File: src/rtl/pnp_iso_pkg.sv
`timescale 1ns/1ps
package pnp_iso_pkg;
  typedef enum logic [1:0] {
    ST_WAITKEY = 2'd0,
    ST_SLEEP   = 2'd1,
    ST_ISOLATE = 2'd2,
    ST_CONFIG  = 2'd3
  } card_st_e;

  localparam logic [7:0] IDX_RDPORT = 8'h00;
  localparam logic [7:0] IDX_ISOL   = 8'h01;
  localparam logic [7:0] IDX_CTRL   = 8'h02;
  localparam logic [7:0] IDX_WAKE   = 8'h03;
  localparam logic [7:0] IDX_STATUS = 8'h05;
  localparam logic [7:0] IDX_CSN    = 8'h06;

  localparam logic [7:0] ISO_FIRST  = 8'h55;
  localparam logic [7:0] ISO_SECOND = 8'hAA;
  localparam logic [7:0] STAT_READY = 8'h01;
endpackage

File: src/rtl/pnp_key_match.sv
`timescale 1ns/1ps
module pnp_key_match #(
  parameter int         KEY_LEN  = 32,
  parameter logic [7:0] KEY_SEED = 8'h6A
) (
  input  logic       clk,
  input  logic       rst_n,
  input  logic       armed,
  input  logic       wr_en,
  input  logic [7:0] wr_byte,
  output logic       key_hit
);
  localparam int CW = $clog2(KEY_LEN);
  localparam logic [CW-1:0] LAST = CW'(KEY_LEN - 1);

  logic [7:0]    lfsr_q, lfsr_d;
  logic [CW-1:0] pos_q, pos_d;

  always_comb begin
    lfsr_d  = lfsr_q;
    pos_d   = pos_q;
    key_hit = 1'b0;
    if (!armed) begin
      lfsr_d = KEY_SEED;
      pos_d  = '0;
    end else if (wr_en) begin
      if (wr_byte == lfsr_q) begin
        if (pos_q == LAST) begin
          key_hit = 1'b1;
          lfsr_d  = KEY_SEED;
          pos_d   = '0;
        end else begin
          lfsr_d = {lfsr_q[0] ^ lfsr_q[1], lfsr_q[7:1]};
          pos_d  = pos_q + 1'b1;
        end
      end else begin
        lfsr_d = KEY_SEED;
        pos_d  = '0;
      end
    end
  end

  always_ff @(posedge clk or negedge rst_n) begin
    if (!rst_n) begin
      lfsr_q <= KEY_SEED;
      pos_q  <= '0;
    end else begin
      lfsr_q <= lfsr_d;
      pos_q  <= pos_d;
    end
  end

  AST_KEY_HIT_ON_WRITE: assert property (@(posedge clk) disable iff (!rst_n)
    key_hit |-> (wr_en && armed));
  AST_KEY_IDLE_HOLDS: assert property (@(posedge clk) disable iff (!rst_n)
    (armed && !wr_en) |=> $stable(pos_q));
endmodule

File: src/rtl/pnp_iso_arb.sv
`timescale 1ns/1ps
module pnp_iso_arb
  import pnp_iso_pkg::*;
#(
  parameter int ID_BITS = 72
) (
  input  logic               clk,
  input  logic               rst_n,
  input  logic               restart,
  input  logic               rd_en,
  input  logic [ID_BITS-1:0] serial_id,
  input  logic [7:0]         bus_in,
  output logic               drive,
  output logic [7:0]         drv_val,
  output logic               lose,
  output logic               done
);
  localparam int BW = $clog2(ID_BITS);
  localparam logic [BW-1:0] LAST = BW'(ID_BITS - 1);

  logic [BW-1:0] bit_q, bit_d;
  logic          phase_q, phase_d;
  logic          seen_q, seen_d;
  logic          done_q, done_d;
  logic          my_bit, active;

  assign my_bit  = serial_id[bit_q];
  assign active  = rd_en && !done_q;
  assign drive   = active && my_bit;
  assign drv_val = phase_q ? ISO_SECOND : ISO_FIRST;
  assign lose    = active && phase_q && !my_bit && seen_q && (bus_in == ISO_SECOND);
  assign done    = done_q;

  always_comb begin
    bit_d   = bit_q;
    phase_d = phase_q;
    seen_d  = seen_q;
    done_d  = done_q;
    if (restart) begin
      bit_d   = '0;
      phase_d = 1'b0;
      seen_d  = 1'b0;
      done_d  = 1'b0;
    end else if (active) begin
      if (!phase_q) begin
        phase_d = 1'b1;
        seen_d  = !my_bit && (bus_in == ISO_FIRST);
      end else begin
        phase_d = 1'b0;
        seen_d  = 1'b0;
        if (bit_q == LAST) done_d = 1'b1;
        else               bit_d  = bit_q + 1'b1;
      end
    end
  end

  always_ff @(posedge clk or negedge rst_n) begin
    if (!rst_n) begin
      bit_q   <= '0;
      phase_q <= 1'b0;
      seen_q  <= 1'b0;
      done_q  <= 1'b0;
    end else begin
      bit_q   <= bit_d;
      phase_q <= phase_d;
      seen_q  <= seen_d;
      done_q  <= done_d;
    end
  end

  AST_ISO_DONE_STICKY: assert property (@(posedge clk) disable iff (!rst_n)
    (done_q && !restart) |=> done_q);
  AST_ISO_PAIR_ALTERNATES: assert property (@(posedge clk) disable iff (!rst_n)
    (active && !restart) |=> (phase_q != $past(phase_q)));
  AST_ISO_LOSE_SECOND_HALF: assert property (@(posedge clk) disable iff (!rst_n)
    lose |-> (phase_q && !drive));
endmodule

File: src/rtl/pnp_card_regs.sv
`timescale 1ns/1ps
module pnp_card_regs
  import pnp_iso_pkg::*;
(
  input  logic       clk,
  input  logic       rst_n,
  input  logic       addr_wr,
  input  logic       wdata_wr,
  input  logic [7:0] wr_byte,
  input  logic       key_hit,
  input  logic       iso_lose,
  input  logic       iso_done,
  output card_st_e   state,
  output logic [7:0] index,
  output logic [7:0] csn,
  output logic [7:0] rdp_sel,
  output logic       iso_restart
);
  card_st_e   st_q, st_d;
  logic [7:0] idx_q, idx_d;
  logic [7:0] csn_q, csn_d;
  logic [7:0] rdp_q, rdp_d;

  always_comb begin
    st_d        = st_q;
    idx_d       = idx_q;
    csn_d       = csn_q;
    rdp_d       = rdp_q;
    iso_restart = 1'b0;
    if (st_q == ST_WAITKEY) begin
      if (key_hit) st_d = ST_SLEEP;
    end else begin
      if (iso_lose) st_d = ST_SLEEP;
      if (wdata_wr) begin
        case (idx_q)
          IDX_RDPORT: rdp_d = wr_byte;
          IDX_CTRL: begin
            if (wr_byte[2]) csn_d = '0;
            if (wr_byte[1]) st_d  = ST_WAITKEY;
          end
          IDX_WAKE: begin
            if (st_q == ST_SLEEP) begin
              if (wr_byte == csn_q) begin
                if (wr_byte == 8'h00) begin
                  st_d        = ST_ISOLATE;
                  iso_restart = 1'b1;
                end else begin
                  st_d = ST_CONFIG;
                end
              end
            end else if (wr_byte != csn_q) begin
              st_d = ST_SLEEP;
            end
          end
          IDX_CSN: begin
            if (st_q == ST_CONFIG) begin
              csn_d = wr_byte;
            end else if (st_q == ST_ISOLATE && iso_done) begin
              csn_d = wr_byte;
              st_d  = ST_CONFIG;
            end
          end
          default: ;
        endcase
      end
      if (addr_wr) idx_d = wr_byte;
    end
  end

  always_ff @(posedge clk or negedge rst_n) begin
    if (!rst_n) begin
      st_q  <= ST_WAITKEY;
      idx_q <= '0;
      csn_q <= '0;
      rdp_q <= '0;
    end else begin
      st_q  <= st_d;
      idx_q <= idx_d;
      csn_q <= csn_d;
      rdp_q <= rdp_d;
    end
  end

  assign state   = st_q;
  assign index   = idx_q;
  assign csn     = csn_q;
  assign rdp_sel = rdp_q;

  AST_KEY_EXITS_TO_SLEEP: assert property (@(posedge clk) disable iff (!rst_n)
    (st_q == ST_WAITKEY) |=> (st_q == ST_WAITKEY || st_q == ST_SLEEP));
  AST_WAITKEY_CSN_STABLE: assert property (@(posedge clk) disable iff (!rst_n)
    (st_q == ST_WAITKEY) |=> $stable(csn_q));
  AST_CSN_NEEDS_DONE: assert property (@(posedge clk) disable iff (!rst_n)
    (st_q == ST_ISOLATE && !iso_done) |=> (st_q != ST_CONFIG));
endmodule

File: src/rtl/pnp_isolation_ctrl.sv
`timescale 1ns/1ps
module pnp_isolation_ctrl
  import pnp_iso_pkg::*;
#(
  parameter int         ID_BITS  = 72,
  parameter int         KEY_LEN  = 32,
  parameter logic [7:0] KEY_SEED = 8'h6A
) (
  input  logic               clk,
  input  logic               rst_n,
  input  logic [ID_BITS-1:0] serial_id,
  input  logic               addr_wr,
  input  logic               wdata_wr,
  input  logic               rdata_rd,
  input  logic [7:0]         wr_data,
  input  logic [7:0]         bus_in,
  output logic               rd_drive,
  output logic [7:0]         rd_data,
  output logic [1:0]         card_state,
  output logic [7:0]         card_csn,
  output logic [7:0]         rdp_sel
);
  logic [1:0] rst_sync_q;
  logic       rst_int_n;

  always_ff @(posedge clk or negedge rst_n) begin
    if (!rst_n) rst_sync_q <= 2'b00;
    else        rst_sync_q <= {rst_sync_q[0], 1'b1};
  end
  assign rst_int_n = rst_sync_q[1];

  card_st_e   st;
  logic [7:0] idx, csn;
  logic       key_hit, iso_restart, iso_rd, iso_drive, iso_lose, iso_done;
  logic [7:0] iso_val;
  logic       reg_rd;

  pnp_key_match #(.KEY_LEN(KEY_LEN), .KEY_SEED(KEY_SEED)) u_key (
    .clk(clk), .rst_n(rst_int_n), .armed(st == ST_WAITKEY),
    .wr_en(addr_wr), .wr_byte(wr_data), .key_hit(key_hit)
  );

  pnp_card_regs u_regs (
    .clk(clk), .rst_n(rst_int_n), .addr_wr(addr_wr), .wdata_wr(wdata_wr),
    .wr_byte(wr_data), .key_hit(key_hit), .iso_lose(iso_lose),
    .iso_done(iso_done), .state(st), .index(idx), .csn(csn),
    .rdp_sel(rdp_sel), .iso_restart(iso_restart)
  );

  assign iso_rd = rdata_rd && (st == ST_ISOLATE) && (idx == IDX_ISOL);

  pnp_iso_arb #(.ID_BITS(ID_BITS)) u_iso (
    .clk(clk), .rst_n(rst_int_n), .restart(iso_restart), .rd_en(iso_rd),
    .serial_id(serial_id), .bus_in(bus_in), .drive(iso_drive),
    .drv_val(iso_val), .lose(iso_lose), .done(iso_done)
  );

  assign reg_rd = rdata_rd && (st == ST_ISOLATE || st == ST_CONFIG) &&
                  (idx == IDX_STATUS || idx == IDX_CSN);

  always_comb begin
    rd_drive = iso_drive || reg_rd;
    rd_data  = 8'h00;
    if (iso_drive)   rd_data = iso_val;
    else if (reg_rd) rd_data = (idx == IDX_CSN) ? csn : STAT_READY;
  end

  assign card_state = st;
  assign card_csn   = csn;

  AST_QUIET_WHEN_DORMANT: assert property (@(posedge clk) disable iff (!rst_int_n)
    (st == ST_WAITKEY || st == ST_SLEEP) |-> !rd_drive);
  AST_DRIVE_ONLY_ON_READ: assert property (@(posedge clk) disable iff (!rst_int_n)
    rd_drive |-> rdata_rd);
endmodule

File: config.mk
export PLATFORM = sky130hd
export DESIGN_NAME = pnp_isolation_ctrl
export DESIGN_NICKNAME = d
export VERILOG_FILES = /design/src/rtl/pnp_iso_pkg.sv /design/src/rtl/pnp_key_match.sv /design/src/rtl/pnp_iso_arb.sv /design/src/rtl/pnp_card_regs.sv /design/src/rtl/pnp_isolation_ctrl.sv
export SDC_FILE = /design/constraint.sdc
export NUM_CORES = 1
export LEC_CHECK = 0
export CAP_MARGIN = 20
export CORE_AREA = 2 2 101 103
export CTS_BUF_LIST = sky130_fd_sc_hd__clkbuf_4 sky130_fd_sc_hd__clkbuf_8
export DETAILED_ROUTE_END_ITERATION = 16
export DIE_AREA = 0 0 103 105
export GPL_TIMING_DRIVEN = 0
export PLACE_DENSITY = 0.75
export SYNTH_ARGS = -nofsm -noshare
export SYNTH_HDL_FRONTEND = slang
export SYNTH_SLANG_ARGS = --single-unit
export TNS_END_PERCENT = 10
File: constraint.sdc
create_clock -name clk -period 6.05 [get_ports clk]
set_input_delay 1.21 -clock clk [delete_from_list [all_inputs] [get_ports clk]]
set_output_delay 1.21 -clock clk [all_outputs]
set_load 0.005 [all_outputs]
==> run_results.csv <==
group,metric,value,unit
grt,grt.total_usage,0.180,
yosys,synth.yosys.warnings,0,
grt,grt_pass1_wl,15500,um
final_layout,syn_to_final_growth,42.8,%
routing,highest-signal-layer,"met4",
routing,routed_via_density,5.30,
cts,cts_tree,"built",
cts,cts_resized,0,
final_layout,final-instance-count-excl-fill,594,
power,static-leakage-power,1.83,nW
timing,final.setup.tns,0,ps
power,power.density,187,nW/um2
timing,tightestPinTransition,692,ps
yosys,synthDistinctLibCells,62,
floorplan,fp.dieArea,10800,um2
cts,cts_made_buffers,5,
timing,timing.hold.ws,190,ps
cts,cts.sinks,51,
setup_path,cp_num_buf_inv,2,
power,power.ir.vdd_worst,0.136,mV
routing,drt_first_pass_iters,5,
timing,rsz0062_at_grt,"false",
timing,period_needed,5080,ps
yosys,post-synth-top-area-cell,"sky130_fd_sc_hd__dfrtp_1",
setup_path,timing.critical_path.max_delay_family,"buffers and inverters",
yosys,ys_seq_area_frac,0.367,
floorplan,die_y,105,um
timing,setup_viol,0,
cts,clock_latency,310,ps
cts,hold_buffers,0,
yosys,synth_cells,335,
grt,maximum_number_of_pins_on_one_net_before_global_route_repair,35,
yosys,synthFlopType,"sky130_fd_sc_hd__dfrtp_1",
final_layout,antennaDiodeCount,0,
final_layout,num-fill-cells,898,
setup_path,setup.worst_path.start,"serial_id[36]",
hold_path,min-delay-path-class,"flop to asynchronous set/reset pin",
timing,timing.fmax,0.197,GHz
routing,initial_detailed_routing_violation_count,151,
setup_path,critPathMostFrequentCell,"sky130_fd_sc_hd__clkdlybuf4s50_1",
grt,grt_antenna_before_repair,0,
placement,gp_routability_congestion,0.864,
yosys,synth_top_area_frac,0.337,
floorplan,pin_count,120,
setup_path,worst_ep_arrival_time,3870,ps
setup_path,critPathSlowestCell,"sky130_fd_sc_hd__mux4_1",
routing,route.detailed.drc,0,
yosys,yosys-top-cells-count,"sky130_fd_sc_hd__dfrtp_1, sky130_fd_sc_hd__nand2_1, sky130_fd_sc_hd__nor2_1, sky130_fd_sc_hd__xnor2_1, sky130_fd_sc_hd__mux2i_1",
outcome,run_status,"finished clean",
setup_path,critical_path.max_fanout,8,
setup_path,startpoint_of_the_worst_register_to_register_path,"u_iso.bit_q[0]",
cts,buffer_type_at_the_clock_tree_root,"sky130_fd_sc_hd__clkbuf_8",
yosys,avgSynthCellArea,10.4,um2
setup_path,worstPathCellList,"clkdlybuf4s50_1 -> mux4_1 -> mux2_2 -> a221oi_2 -> a311oi_2 -> nor3_4 -> o22ai_1 -> clkdlybuf4s50_1",
cts,h-tree-depth,2,
timing,timing.clock.skew,8.16,ps
yosys,leading_cell_types_by_total_area_after_synthesis,"sky130_fd_sc_hd__dfrtp_1, sky130_fd_sc_hd__mux2_2, sky130_fd_sc_hd__xnor2_1",
routing,routed_wirelength,9590,um
yosys,yosysMostFrequentCell,"sky130_fd_sc_hd__dfrtp_1",
setup_path,slowest_delay,490,ps
yosys,synth.cell_area,3490,um2
setup_path,crit_path_start_kind,"primary input",
routing,met1_length,4230,um
setup_path,cp-end-kind,"primary output",
final_layout,seq_area,1280,um2
yosys,syn_nets,431,
floorplan,row_count,36,
job,maxCapViolations,0,
cts,cts_post_setup_buffers_inserted,0,
placement,placed_cells_incl_taps,586,
timing,slew_headroom,0.536,
yosys,synth_edf_count,0,
routing,met2WireLength,4700,um
placement,io_buffers,117,
routing,routed-via-count,3150,
timing,endpoints_failing_hold,0,
routing,antenna_violating_nets_post_route,0,
cts,cts_buffer_depth,2,
grt,first_global_vias,3156,
timing,slew_violations,0,
cts,clkSlewWorstSetupHoldPaths,90,ps
floorplan,chipWidth,103,um
timing,period_share,0.839,
yosys,async_flop_share,1.00,
placement,hpwl,7530,um
floorplan,floorplan.core_area,9640,um2
yosys,synth.ff_latch_count,51,
grt,globalRouteOverflowTotal,0,
routing,met3_length,493,um
floorplan,start_util,0.362,
final_layout,nets,556,
final_layout,final_layout_size_suffix_gt1_frac,0.130,
setup_path,critPathRequiredTime,4840,ps
routing,wire_per_inst,16.1,um
setup_path,criticalPathCategory,"primary input to primary output",
final_layout,area_of_combinational_cells_with_multiple_inputs,2100,um2
==> layer usage <==
| metal | up-vias | global-route usage |
|---|---|---|
| met1 | 1534 | 0.253 |
| met4 | 0 | 0.0461 |
| met2 | 98 | 0.286 |
| met3 | 16 | 0.0301 |
| met5 | - | 0 |
| li1 | 1502 | - |
==> area by class of cell <==
cell class | instances | share of cell area
Multi-Input combinational cell | 263 | 0.420
Sequential cell | 51 | 0.257
Timing Repair Buffer | 118 | 0.239
Tap cell | 133 | 0.0334
Buffer | 18 | 0.0203
Clock buffer | 5 | 0.0138
Clock inverter | 3 | 0.0136
Inverter | 3 | 0.00226
==> where the power goes <==
part	internal (mW)	total, mW	switching (mW)
Sequential	0.374	0.404	0.0299
Combinational	0.144	0.243	0.0992
Clock	0.165	0.283	0.118
==> registers in the layout (all words and copies together) (netlist names) <==
signal          flops
u_iso.phase_q       1
u_regs.csn          8
u_iso.bit_q         7
u_iso.seen_q        1
u_key.lfsr_q        8
u_regs.rdp_sel      8
u_regs.state        2
rst_sync_q          2
u_regs.index        8
u_iso.done          1
u_key.pos_q         5
==> through the flow <==
stage / power (mW) / instance area [um2] / setup WS [ps] / util
after floorplan: 0.526 / 3490 / 2100 / -
after global placement: 0.645 / 4830 / 1050 / 0.501
after detailed placement: 0.654 / 4850 / 1000 / 0.503
after CTS: 0.938 / 4980 / 991 / 0.517
after global routing: 0.973 / 4980 / 884 / 0.517
final: 0.930 / 4980 / 975 / 0.517
==> kinds of logic (layout without fill, tap and decap cells) <==
logic type / Yosys count / count (layout) / synth area share
muxes: 48 / 48 / 0.190
AOI/OAI and AO/OA: 58 / 58 / 0.123
and+or+nand+nor: 130 / 130 / 0.218
other: 1 / 1 / 0.00107
xor gates and xnor gates: 23 / 23 / 0.0577
DFF: 51 / 51 / 0.367
buffers and inverters: 21 / 147 / 0.0323
adders and majority gates: 3 / 3 / 0.0108
==> worst register-to-register path, stage by stage, from the launching register on <==
cell	delay, ps
sky130_fd_sc_hd__dfrtp_1	480
sky130_fd_sc_hd__buf_6	210
sky130_fd_sc_hd__mux4_2	500
sky130_fd_sc_hd__mux2i_1	170
sky130_fd_sc_hd__nor2_1	70
sky130_fd_sc_hd__o311a_4	390
sky130_fd_sc_hd__nor4b_2	310
sky130_fd_sc_hd__o22ai_1	130
==> cells in the final DEF, fill, tap and decap left out, drive strengths merged, types with 9 or more instances in the layout <==
cell type,synthesis,final
buf,8,9
clkbuf,10,15
mux2i,19,19
mux2,18,18
mux4,11,11
dfrtp,47,47
nor2,23,23
clkdlybuf4s50,0,117
nand3,10,10
o21ai,17,17
nand2,37,37
xnor2,22,22
==> worst paths after layout <==
| path | end | slack, ps | cells after the start |
|---|---|---|---|
| setup reg to reg | u_regs.state[1] | 3680 | 7 |
| setup / recovery | rd_data[0] | 970 | 8 |
| min in group clk | rst_sync_q[1] | 360 | 0 |
| hold reg to reg | u_regs.csn[1] | 190 | 0 |
| max in group asynchronous | rst_sync_q[1] | 4870 | 1 |
| hold / removal | u_regs.csn[1] | 190 | 0 |
Power figures use the tool's default switching activity.
